**src/rtl/otg_role_pkg.sv**
```systemverilog
package otg_role_pkg;
  localparam int REG_W  = 32;
  localparam int FLAG_W = 14;
  localparam int NLINES = 8;

  // word index of each register (byte offset / 4)
  localparam logic [2:0] W_CTL  = 3'd0;
  localparam logic [2:0] W_PHY  = 3'd1;
  localparam logic [2:0] W_IEN  = 3'd2;
  localparam logic [2:0] W_ISTS = 3'd3;
  localparam logic [2:0] W_STAT = 3'd4;

  // control bits
  localparam int C_DROP  = 0;
  localparam int C_BREQ  = 1;
  localparam int C_SWAP  = 2;
  localparam int C_OTGEN = 4;
  localparam int C_WAKE  = 5;

  localparam logic [REG_W-1:0]  PHY_MASK  = 32'h0000_0033;
  localparam logic [FLAG_W-1:0] FLAG_MASK = 14'h2FFF;

  // status line positions
  localparam int L_OVC = 0;
  localparam int L_ID  = 1;
  localparam int L_SE  = 2;
  localparam int L_BV  = 3;
  localparam int L_AV  = 4;
  localparam int L_VB  = 5;

  // flag positions
  localparam int F_ROLE = 0;
  localparam int F_VBE  = 1;
  localparam int F_SRPF = 2;
  localparam int F_SWPF = 3;
  localparam int F_IDLE = 4;
  localparam int F_ID   = 5;
  localparam int F_PER  = 6;
  localparam int F_HST  = 7;
  localparam int F_BV   = 8;
  localparam int F_AV   = 9;
  localparam int F_VB   = 10;
  localparam int F_SE   = 11;
  localparam int F_SRPD = 13;
endpackage

```
**src/rtl/otg_line_sync.sv**
```systemverilog
module otg_line_sync #(
  parameter int WIDTH  = 8,
  parameter int STAGES = 2
) (
  input  logic             clk,
  input  logic             rst_n,
  input  logic [WIDTH-1:0] din,
  output logic [WIDTH-1:0] dout,
  output logic [WIDTH-1:0] toggle
);
  localparam int FILL  = STAGES + 1;
  localparam int CNT_W = $clog2(FILL + 1);

  logic [STAGES-1:0][WIDTH-1:0] chain;
  logic [WIDTH-1:0]             prev_q;
  logic [CNT_W-1:0]             arm_cnt;
  logic                         armed;

  always_ff @(posedge clk or negedge rst_n) begin
    if (!rst_n) begin
      chain   <= '0;
      prev_q  <= '0;
      arm_cnt <= '0;
    end else begin
      chain[0] <= din;
      for (int s = 1; s < STAGES; s++) chain[s] <= chain[s-1];
      prev_q <= chain[STAGES-1];
      if (!armed) arm_cnt <= arm_cnt + 1'b1;
    end
  end

  // edges are masked until the pipeline has filled with real line values
  assign armed  = (arm_cnt == CNT_W'(FILL));
  assign dout   = chain[STAGES-1];
  assign toggle = armed ? (chain[STAGES-1] ^ prev_q) : '0;
endmodule

```
**src/rtl/otg_w1c_bank.sv**
```systemverilog
module otg_w1c_bank #(
  parameter int               WIDTH = 14,
  parameter logic [WIDTH-1:0] MASK  = '1
) (
  input  logic             clk,
  input  logic             rst_n,
  input  logic [WIDTH-1:0] set_i,
  input  logic [WIDTH-1:0] clr_i,
  input  logic [WIDTH-1:0] en_i,
  output logic [WIDTH-1:0] flags_o,
  output logic             irq_o
);
  genvar i;
  generate
    for (i = 0; i < WIDTH; i++) begin : g_bit
      if (MASK[i]) begin : g_live
        logic bit_q;
        always_ff @(posedge clk or negedge rst_n) begin
          if (!rst_n)        bit_q <= 1'b0;
          else if (set_i[i]) bit_q <= 1'b1;   // hardware set beats clear
          else if (clr_i[i]) bit_q <= 1'b0;
        end
        assign flags_o[i] = bit_q;
      end else begin : g_rsvd
        assign flags_o[i] = 1'b0;
      end
    end
  endgenerate

  always_ff @(posedge clk or negedge rst_n) begin
    if (!rst_n) irq_o <= 1'b0;
    else        irq_o <= |(flags_o & en_i);
  end
endmodule

```
**src/rtl/otg_ctl_bits.sv**
```systemverilog
module otg_ctl_bits
  import otg_role_pkg::*;
(
  input  logic             clk,
  input  logic             rst_n,
  input  logic             wr_en,
  input  logic [5:0]       wdata,
  input  logic             id_toggle,
  input  logic             ev_a_wait_vfall,
  input  logic             ev_srp_fail,
  input  logic             ev_a_susp_to_periph,
  input  logic             ev_b_periph_to_wcon,
  input  logic             ev_go_idle,
  output logic [REG_W-1:0] ctl_o
);
  logic drop_q, breq_q, swap_q, otgen_q, wake_q;
  logic drop_n, breq_n, swap_n;
  logic breq_kill, swap_kill;

  assign breq_kill = id_toggle | ev_a_wait_vfall | ev_srp_fail;
  assign swap_kill = ev_a_susp_to_periph | ev_b_periph_to_wcon | ev_go_idle;

  always_comb begin
    drop_n = wr_en ? wdata[C_DROP] : drop_q;
    breq_n = wr_en ? wdata[C_BREQ] : breq_q;
    swap_n = wr_en ? wdata[C_SWAP] : swap_q;
    if (drop_n || breq_kill) breq_n = 1'b0;
    if (swap_kill)           swap_n = 1'b0;
  end

  always_ff @(posedge clk or negedge rst_n) begin
    if (!rst_n) begin
      drop_q <= 1'b0; breq_q <= 1'b0; swap_q <= 1'b0;
      otgen_q <= 1'b0; wake_q <= 1'b0;
    end else begin
      drop_q <= drop_n;
      breq_q <= breq_n;
      swap_q <= swap_n;
      if (wr_en) begin
        otgen_q <= wdata[C_OTGEN];
        wake_q  <= wdata[C_WAKE];
      end
    end
  end

  always_comb begin
    ctl_o          = '0;
    ctl_o[C_DROP]  = drop_q;
    ctl_o[C_BREQ]  = breq_q;
    ctl_o[C_SWAP]  = swap_q;
    ctl_o[C_OTGEN] = otgen_q;
    ctl_o[C_WAKE]  = wake_q;
  end

  logic unused_w3;
  assign unused_w3 = wdata[3];
endmodule

```
**src/rtl/otg_role_regs.sv**
```systemverilog
module otg_role_regs
  import otg_role_pkg::*;
#(
  parameter int ADDR_W      = 5,
  parameter int SYNC_STAGES = 2
) (
  input  logic              clk,
  input  logic              rst_n,
  input  logic              bus_wr_en,
  input  logic [ADDR_W-1:0] bus_addr,
  input  logic [REG_W-1:0]  bus_wdata,
  output logic [REG_W-1:0]  bus_rdata,
  input  logic              ln_overcur,
  input  logic              ln_id,
  input  logic              ln_sess_end,
  input  logic              ln_b_valid,
  input  logic              ln_a_valid,
  input  logic              ln_vbus_valid,
  input  logic              ln_as_periph,
  input  logic              ln_as_host,
  input  logic              ev_role_chg,
  input  logic              ev_vbus_err,
  input  logic              ev_srp_fail,
  input  logic              ev_swap_fail,
  input  logic              ev_go_idle,
  input  logic              ev_periph,
  input  logic              ev_host,
  input  logic              ev_srp_det,
  input  logic              ev_a_wait_vfall,
  input  logic              ev_a_susp_to_periph,
  input  logic              ev_b_periph_to_wcon,
  output logic              irq
);
  localparam int IDX_W = ADDR_W - 2;

  logic [IDX_W-1:0]  word;
  logic              aligned;
  logic              wr_ctl, wr_phy, wr_ien, wr_ists;
  logic [REG_W-1:0]  ctl_q, phy_q;
  logic [FLAG_W-1:0] ien_q, flag_q, flag_set, flag_clr;
  logic [NLINES-1:0] lines_raw, lines_s, line_tgl;

  assign word    = bus_addr[ADDR_W-1:2];
  assign aligned = (bus_addr[1:0] == 2'b00);
  assign wr_ctl  = bus_wr_en && aligned && (word == IDX_W'(W_CTL));
  assign wr_phy  = bus_wr_en && aligned && (word == IDX_W'(W_PHY));
  assign wr_ien  = bus_wr_en && aligned && (word == IDX_W'(W_IEN));
  assign wr_ists = bus_wr_en && aligned && (word == IDX_W'(W_ISTS));

  assign lines_raw = {ln_as_host, ln_as_periph, ln_vbus_valid, ln_a_valid,
                      ln_b_valid, ln_sess_end, ln_id, ln_overcur};

  otg_line_sync #(.WIDTH(NLINES), .STAGES(SYNC_STAGES)) u_sync (
    .clk(clk), .rst_n(rst_n), .din(lines_raw), .dout(lines_s), .toggle(line_tgl)
  );

  otg_ctl_bits u_ctl (
    .clk(clk), .rst_n(rst_n), .wr_en(wr_ctl), .wdata(bus_wdata[5:0]),
    .id_toggle(line_tgl[L_ID]), .ev_a_wait_vfall(ev_a_wait_vfall),
    .ev_srp_fail(ev_srp_fail), .ev_a_susp_to_periph(ev_a_susp_to_periph),
    .ev_b_periph_to_wcon(ev_b_periph_to_wcon), .ev_go_idle(ev_go_idle),
    .ctl_o(ctl_q)
  );

  always_ff @(posedge clk or negedge rst_n) begin
    if (!rst_n) begin
      phy_q <= '0;
      ien_q <= '0;
    end else begin
      if (wr_phy) phy_q <= bus_wdata & PHY_MASK;
      if (wr_ien) ien_q <= bus_wdata[FLAG_W-1:0] & FLAG_MASK;
    end
  end

  always_comb begin
    flag_set         = '0;
    flag_set[F_ROLE] = ev_role_chg;
    flag_set[F_VBE]  = ev_vbus_err;
    flag_set[F_SRPF] = ev_srp_fail;
    flag_set[F_SWPF] = ev_swap_fail;
    flag_set[F_IDLE] = ev_go_idle;
    flag_set[F_PER]  = ev_periph;
    flag_set[F_HST]  = ev_host;
    flag_set[F_SRPD] = ev_srp_det;
    flag_set[F_ID]   = line_tgl[L_ID];
    flag_set[F_BV]   = line_tgl[L_BV];
    flag_set[F_AV]   = line_tgl[L_AV];
    flag_set[F_VB]   = line_tgl[L_VB];
    flag_set[F_SE]   = line_tgl[L_SE];
  end

  assign flag_clr = wr_ists ? (bus_wdata[FLAG_W-1:0] & FLAG_MASK) : '0;

  otg_w1c_bank #(.WIDTH(FLAG_W), .MASK(FLAG_MASK)) u_flags (
    .clk(clk), .rst_n(rst_n), .set_i(flag_set), .clr_i(flag_clr),
    .en_i(ien_q), .flags_o(flag_q), .irq_o(irq)
  );

  always_comb begin
    bus_rdata = '0;
    if (aligned) begin
      case (word)
        IDX_W'(W_CTL):  bus_rdata = ctl_q;
        IDX_W'(W_PHY):  bus_rdata = phy_q;
        IDX_W'(W_IEN):  bus_rdata = REG_W'(ien_q);
        IDX_W'(W_ISTS): bus_rdata = REG_W'(flag_q);
        IDX_W'(W_STAT): bus_rdata = REG_W'(lines_s);
        default:        bus_rdata = '0;
      endcase
    end
  end

  logic unused_bits;
  assign unused_bits = ^{bus_wdata[REG_W-1:FLAG_W], line_tgl[7:6], line_tgl[L_OVC]};
endmodule

```
**config.mk**
```make
export PLATFORM = sky130hd
export DESIGN_NAME = otg_role_regs
export DESIGN_NICKNAME = d
export VERILOG_FILES = /design/src/rtl/otg_role_pkg.sv /design/src/rtl/otg_line_sync.sv /design/src/rtl/otg_w1c_bank.sv /design/src/rtl/otg_ctl_bits.sv /design/src/rtl/otg_role_regs.sv
export SDC_FILE = /design/constraint.sdc
export NUM_CORES = 1
export LEC_CHECK = 0
export BUFFER_PORTS_ARGS = -buffer_cell sky130_fd_sc_hd__buf_2
export CAP_MARGIN = 5
export CELL_PAD_IN_SITES_DETAIL_PLACEMENT = 1
export CELL_PAD_IN_SITES_GLOBAL_PLACEMENT = 1
export CORE_ASPECT_RATIO = 1.25
export CORE_UTILIZATION = 44
export DETAILED_ROUTE_END_ITERATION = 10
export PLACE_DENSITY = 0.95
export SYNTH_ARGS = -nofsm -noshare
export SYNTH_HDL_FRONTEND = slang
export SYNTH_HIERARCHICAL = 1
export SYNTH_SLANG_ARGS = --single-unit
export TNS_END_PERCENT = 5
```
**constraint.sdc**
```tcl
create_clock -name clk -period 3.8 [get_ports clk]
set_clock_uncertainty 0.1 [all_clocks]
set_input_delay 0.38 -clock clk [delete_from_list [all_inputs] [get_ports clk]]
set_output_delay 0.38 -clock clk [all_outputs]
set_load 0.01 [all_outputs]
```
# Yosys cells after proc, flatten, opt, wreduce, memory -nomap -nowiden
# Index checks and enable logic that the tools add are counted.
[totals]
ff_bits = 60
in_bits = 59
output_inout_bits = 33
wordCells = 96
[classes]
add_sub_neg = 1
eq_ne = 5
n_mux = 35
bitwise_logic = 6
reduce_logical = 24
[ops]
columns = ["op", "count"]
rows = [
  ["one-hot mux 14 bit (5 select lines)", 1],
  ["two-way mux 32 bit", 1],
  ["two-way mux 1 bit", 31],
  ["nonzero test 2 bit", 15],
  ["bitwise AND 14 bit", 1],
  ["two-way mux 14 bit", 1],
  ["OR reduction 14 bit", 1],
  ["== test 3 x 2 -> 1 bit, second input constant", 2],
  ["two-way mux 6 bit", 1],
  ["bitwise XOR 6 bit", 1],
  ["logical AND 1 bit", 5],
  ["bitwise OR 1 bit", 4],
  ["== test 3 x 1 -> 1 bit, second input constant", 1],
  ["== test 3 bit, second input constant", 1],
  ["logical NOT 3 bit", 1],
  ["adder 2 x 1 -> 2 bit, second input constant", 1],
  ["== test 2 bit, second input constant", 1],
  ["logical NOT 2 bit", 1],
  ["logical OR 1 bit", 1],
]

# Depth between registers and ports, before layout
# Gate-level depths: netlist (run 1).
[logic_depth]
word_depth = 6
mapped_depth = 7
ltp_nobuf = 5

# Modules after synthesis
# The synthesis (run 1) kept the hierarchy.
[modules_own_cells]
columns = ["module", "instances", "cells_each", "area_per_inst_um2", "seq_area_each_um2"]
rows = [
  ["otg_role_regs", 1, 154, 1486.4, 425.4],
  ["otg_line_sync", 1, 54, 879.6, 650.6],
  ["otg_w1c_bank", 1, 63, 668.1, 350.3],
  ["otg_ctl_bits", 1, 47, 460.4, 125.1],
]

# Worst setup path before layout (run 1)
# OpenSTA, ideal clock, no wires.
[synth_path]
kind = "input to register"
startpoint = "in bus_addr[1]"
endpoint = "reg u_ctl.breq_q"
setup_ns = 0.080
t_arrival_ns = 1.736
t_required_ns = 3.620
slack_ns = 1.884
stages = 7
path_buffers = 2
cell_sequence = "or3_1 > buf_2 > nor2_4 > and2_1 > buf_6 > mux2_4 > nor3_2"
[synth_between]
elab_chain_len = 6
word_cells_on_any_way = 7
classes_between = "mux: 2; reduce/logical: 5"
[synth_rtl]
columns = ["element", "line_no", "source"]
rows = [
  ["start, declared", "otg_role_regs.sv:10", "input logic [ADDR_W-1:0] bus_addr,"],
  ["logical NOT 2 bit *", "otg_role_regs.sv:44", "assign aligned = (bus_addr[1:0] == 2'b00);"],
  ["logical AND 1 bit * (2 in series)", "otg_role_regs.sv:45", "assign wr_ctl = bus_wr_en && aligned && (word == IDX_W'(W_CTL));"],
  ["via wr_ctl", "otg_role_regs.sv:38", "logic wr_ctl, wr_phy, wr_ien, wr_ists;"],
  ["two-way mux 1 bit *", "otg_ctl_bits.sv:24", "drop_n = wr_en ? wdata[C_DROP] : drop_q;"],
  ["via u_ctl.drop_n", "otg_ctl_bits.sv:17", "logic drop_n, breq_n, swap_n;"],
  ["logical OR 1 bit *", "otg_ctl_bits.sv:27", "if (drop_n || breq_kill) breq_n = 1'b0;"],
  ["two-way mux 1 bit / nonzero test 2 bit (equally long branches)", "--", ""],
  ["end signal, assigned", "otg_ctl_bits.sv:37", "breq_q <= breq_n;"],
  ["end, declared", "otg_ctl_bits.sv:16", "logic drop_q, breq_q, swap_q, otgen_q, wake_q;"],
]
# Mark *: on every way through the listed nets, which the timed path passes. The rest lies on a longest branch.
# A chain may end at the register's enable or synchronous reset.

# Final worst setup path (run 1)
[layout_path]
startpoint = "in bus_addr[2]"
endpoint = "out bus_rdata[5]"
[layout_between]
elab_chain_len = 3
word_cells_on_any_way = 7
classes_between = "eq/ne: 4; mux: 2; reduce/logical: 1"
[layout_rtl]
columns = ["element", "line_no", "source"]
rows = [
  ["== test 3 bit, or another cell as far along", "otg_role_regs.sv:102", "case (word)"],
  ["one-hot mux 14 bit (5 select lines) *", "otg_role_regs.sv:102", ""],
  ["two-way mux 32 bit *", "otg_role_regs.sv:101", "if (aligned) begin"],
  ["end, declared", "otg_role_regs.sv:12", "output logic [REG_W-1:0] bus_rdata,"],
]
# Mark *: on every way between the ends. The rest lies on a longest branch, timed or not.

==> results of run 1 <==
-- worst max path at each step --
stage,from,to,slack [ns],depth (start not counted)
4_1_cts,bus_addr[2],bus_rdata[5],1.42,5
5_1_grt,bus_addr[2],bus_rdata[5],1.34,5
6_report,bus_addr[2],bus_rdata[5],1.42,5
3_3_place_gp,bus_addr[2],u_ctl/breq_q,1.37,6
2_1_floorplan,bus_addr[1],u_ctl/breq_q,1.88,7
3_5_place_dp,bus_addr[2],u_ctl/breq_q,1.27,6
-- worst max-delay path, delay by kind of cell --
family | cells | cell delay (ns)
simple gates | 1 | 0.43
compound gates | 2 | 0.62
buf+inv | 2 | 0.46
-- metal layers --
metal,routed length [um],track usage,vias to the layer above
met1,3010,0.230,1105
met4,132,0.0769,0
li1,-,-,1010
met3,370,0.0555,12
met2,4140,0.378,65
met5,0,0,-
-- report_power, final --
part	total, mW	switching (mW)	internal, mW
Combinational	0.206	0.0971	0.109
Clock	0.646	0.245	0.401
Sequential	0.723	0.0399	0.683
Total	1.57	0.381	1.19
-- stage by stage --
stage | power, mW | hold WS (ns)
final | 1.57 | -0.0100
after global routing | 1.64 | 0.0253
after CTS | 1.59 | 0.00497
after detailed placement | 0.936 | 0.236
after global placement | 0.919 | 0.233
after floorplan | 0.891 | -0.0156
-- cell type report --
type / instances / area, um2
clock buffer: 11 / 151
clock inverter: 5 / 75.1
fill: 854 / 3800
inverter: 13 / 48.8
multi-input combinational: 196 / 1460
sequential: 59 / 1480
tap: 92 / 115
timing repair buffer: 54 / 273
-- sequential cells by signal, summed over array words and instances (netlist names), 2 cells and up --
register and count:
u_sync/prev_q 5, u_sync/chain 8, u_sync/arm_cnt 2, phy_q 4
u_flags/g_bit.g_live.bit_q 13, ien_q 13, u_sync/dout 8
==> impl_metrics.tcl, run 1 <==
set metrics [dict create \
    syn_area_mm2 0.00337 \
    r2r_start "u_sync/arm_cnt[0]" \
    yosys_warnings 6 \
    area_delta_synth_final_pct 6.87 \
    root_buffer "clkbuf_8" \
    fmax_ghz 0.420 \
    vias 2192 \
    r2r_cells 4 \
    reg2reg_to "u_ctl/breq_q" \
    crit_path_end_kind "primary output" \
    clock_sinks 59 \
    maxSlewViolCount 0 \
    ir_worst_vdd_uv 297 \
    ioPinCount 92 \
    first_pass_iters 4 \
    finalNetCount 394 \
    cellLeakagePower_nw 1.64 \
    dpl.cell_count 414 \
    grt_remaining_overflow 0 \
    die_w_um 80.3 \
    crit_top_cell "buf_2" \
    layout_commonest_cell "dfrtp_1" \
    stdcell_area_mm2 0.00360 \
    max_slew_margin 0.518 \
    insertion_delay_ns 0.34 \
    place.detailed.hpwl_mm 5.51 \
    grt_pass1_vias 2414 \
    layout-drive-gt1-share 0.317 \
    critPathLaunchType "input port" \
    routedWlPerCell_um 17.8 \
    place_congestion 0.814 \
    final_cell_mix "dfrtp_1, buf_2, and2_1, conb_1, mux2_2" \
    die_area_mm2 0.00802 \
    portBuffers 53 \
    cp.arrival_ns 1.90 \
    tritoncts "built" \
    path_max_fanout 33 \
    setup_violations 0 \
    fin_cells 430 \
    fin_hold_ws_ns -0.0100 \
    cp_slowest_stage_delay_ns 0.43 \
    grt_max_degree 34 \
    fin_setup_tns_ns 0 \
    cts.clk_slew.worst_paths_ns 0.06 \
    cp.required_ns 3.32 \
    ant_nets 0 \
    routed_wl_mm 7.65 \
    antenna_found_initial 0 \
    diodes 0 \
    violations "hold timing" \
    ctsHoldBuffers 0 \
    status "finished, violations left" \
    drcViolationCount 0 \
    h-tree-depth 3 \
    dpl-instance-area_mm2 0.00338 \
    cts_buffers 9 \
    crit_type "in2out" \
    cts_resized 0 \
    fin_crit_ns 2.38 \
    synth_cells 308 \
    dieHeight_um 99.9 \
    via_per_inst 5.10 \
    cts_max_path_buffers 2 \
    rsz0062_at_grt "false" \
    hold_viol_final 11 \
    grtUsageTotal 0.208 \
    cp_cell_sequence "buf_2 -> or2_2 -> a211oi_2 -> o31a_1 -> buf_2" \
    powerDensity_mw_per_mm2 437 \
    final_core_util 0.487 \
    dp_slack_ns 1.27 \
    fin_crit_sh 0.626 \
    crit_slowest_cell "or2_2" \
    hold_path_class "in2async" \
    r2r_slack_ns 2.28 \
    rows 35 \
    worst_pin_slew_ns 0.723 \
    core_area_mm2 0.00740 \
    initial_core_util 0.455 \
    drt_iter0_markers 96 \
    maxCapViolCount 0 \
    post-cts-setup-buffers 0 \
    grt_first_pass_wirelength_mm 12.2 \
    layout_setup_ws_ns 1.42 \
    syn_area_per_cell_um2 10.9 \
]
Note: power is estimated with default switching activity, not from simulation.
==> inputs of run 2 (changes only) <==
--- a/config.mk
+++ b/config.mk
@@ -10,9 +10,9 @@
 export CELL_PAD_IN_SITES_DETAIL_PLACEMENT = 1
 export CELL_PAD_IN_SITES_GLOBAL_PLACEMENT = 1
 export CORE_ASPECT_RATIO = 1.25
-export CORE_UTILIZATION = 44
+export CORE_UTILIZATION = 41
 export DETAILED_ROUTE_END_ITERATION = 10
-export PLACE_DENSITY = 0.95
+export PLACE_DENSITY = 0.91
 export SYNTH_ARGS = -nofsm -noshare
 export SYNTH_HDL_FRONTEND = slang
 export SYNTH_HIERARCHICAL = 1
==> constraint.sdc (replaced) <==
create_clock -name clk -period 2.3 [get_ports clk]
set_clock_uncertainty 0.1 [all_clocks]
set_input_delay 0.23 -clock clk [delete_from_list [all_inputs] [get_ports clk]]
set_output_delay 0.23 -clock clk [all_outputs]
set_load 0.01 [all_outputs]
==> impl_metrics.tcl, run 2 (synthesis gave the netlist of run 1 again) <==
set metrics [dict create \
    routedWlPerCell_um 16.8 \
    post-cts-setup-buffers 0 \
    dieHeight_um 103 \
    dpl-instance-area_mm2 0.00344 \
    ir_worst_vdd_uv 381 \
    layout_commonest_cell "dfrtp_1" \
    place.detailed.hpwl_mm 5.57 \
    first_pass_iters 4 \
    finalNetCount 419 \
    tritoncts "built" \
    path_max_fanout 7 \
    grt_first_pass_wirelength_mm 12.6 \
    area_delta_synth_final_pct 12.9 \
    min_to "ien_q[6]" \
    insertion_delay_ns 0.34 \
    p_switching_mw 0.601 \
    fmax_ghz 0.474 \
    fin_setup_tns_ns 0 \
    critPathLaunchType "input port" \
    hold_start "bus_wdata[6]" \
    stdcell_area_mm2 0.00381 \
    die_area_mm2 0.00859 \
    setup_violations 0 \
    worst_pin_slew_ns 0.665 \
    maxCapViolCount 0 \
    ant_nets 0 \
    vias 2264 \
    die_w_um 83.1 \
    place_congestion 0.841 \
    rsz0062_at_grt "false" \
    root_buffer "clkbuf_8" \
    cts.clk_slew.worst_paths_ns 0.06 \
    cp.arrival_ns 2.23 \
    rows 36 \
    reg.largest.list "ien_q x13, u_flags/g_bit.g_live.bit_q x13" \
    grt_remaining_overflow 0 \
    power.share.sequential 0.496 \
    grt_pass1_vias 2448 \
    status "completed" \
    crit_path_end_kind "flop" \
    cellLeakagePower_nw 1.73 \
    ioPinCount 92 \
    reg2reg_to "u_ctl/breq_q" \
    intPower_mw 1.81 \
    fin_hold_ws_ns 0.0295 \
    hold_path_class "in2reg" \
    layout-drive-gt1-share 0.307 \
    grtUsageTotal 0.195 \
    diodes 0 \
    r2r_cells 4 \
    fin_crit_sh 0.917 \
    clkPwrFrac 0.350 \
    clock_sinks 59 \
    h-tree-depth 3 \
    switching_share 0.250 \
    powerDensity_mw_per_mm2 632 \
    cts_max_path_buffers 2 \
    via_per_inst 4.95 \
    final_core_util 0.483 \
    grt_max_degree 34 \
    r2r_slack_ns 0.77 \
    drt_iter0_markers 90 \
    max_slew_margin 0.556 \
    fin_crit_ns 2.11 \
    core_area_mm2 0.00788 \
    r2r_start "u_sync/arm_cnt[0]" \
    antenna_found_initial 0 \
    portBuffers 53 \
    hold_viol_final 0 \
    cp.required_ns 2.42 \
    hold_path_depth 2 \
    maxSlewViolCount 0 \
    power.total_mw 2.41 \
    crit_type "in2reg" \
    initial_core_util 0.428 \
    drcViolationCount 0 \
    final_cell_mix "dfrtp_1, buf_2, and2_1, conb_1, dlygate4sd3_1" \
    combPwrFrac 0.155 \
    routed_wl_mm 7.68 \
    cts_buffers 9 \
]
run 2: cell types whose count changed in the layout (fill, tap and decap cells not counted):
cell           change
dlygate4sd3_1     +19
buf_4              +5
bufinv_16          -2
buf_12             +1
clkbuf_1           +1
clkbuf_8           +1
clkinv_2           -1
run 2: cell type report:
class | instances | area [um2]
clock inverter | 2 | 10.0
sequential | 59 | 1480
multi-input combinational | 196 | 1460
fill | 878 | 4080
tap | 95 | 119
timing repair buffer | 79 | 520
clock buffer | 13 | 169
inverter | 13 | 48.8
run 2: worst max-delay path, stage by stage:
cell,delay (ns)
buf_2,0.14
or3_1,0.51
nor2_4,0.13
and2_1,0.33
mux2i_1,0.27
nor4_1,0.07
dlygate4sd3_1,0.55
run 2: how the worst max path moves through the flow:
stage,from,endpoint,depth (start not counted)
floorplan,bus_addr[1],u_ctl/breq_q,7
global placement,bus_addr[1],u_ctl/breq_q,6
detailed placement,bus_addr[1],u_ctl/breq_q,6
CTS,bus_addr[1],u_ctl/swap_q,7
global route,bus_addr[1],u_ctl/swap_q,7
finish,bus_addr[1],u_ctl/swap_q,7
run 2: power groups by stage:
| stage | registers, mW | logic (mW) | clock network [mW] |
|---|---|---|---|
| final | 1.19 | 0.372 | 0.841 |
| after global routing | 1.20 | 0.406 | 0.909 |
| after CTS | 1.19 | 0.370 | 0.870 |
| after detailed placement | 1.21 | 0.344 | 0 |
| after global placement | 1.20 | 0.328 | 0 |
| after floorplan | 1.19 | 0.284 | 0 |
run 2: routing by layer:
layer | share of wire | wire length (um) | global-route usage | vias to the layer above
li1 | - | - | - | 1057
met1 | 0.42 | 3230 | 0.227 | 1119
met2 | 0.52 | 3960 | 0.340 | 74
met3 | 0.039 | 299 | 0.0421 | 14
met4 | 0.024 | 183 | 0.105 | 0
met5 | 0 | 0 | 0 | -
run 2: what timing repair did:
item | in CTS | in global routing
endpoints found under the setup margin | 0 | 0
gates resized for setup | 0 | 0
endpoints found under the hold margin | 43 | 0
hold buffers | 19 | 0
run 2: through the flow:
stage                     setup slack [ns]  instances
after floorplan                      0.534        334
after global placement               0.279        423
after detailed placement             0.244        423
after CTS                            0.223        457
after global routing                0.0630        457
final                                0.191        457
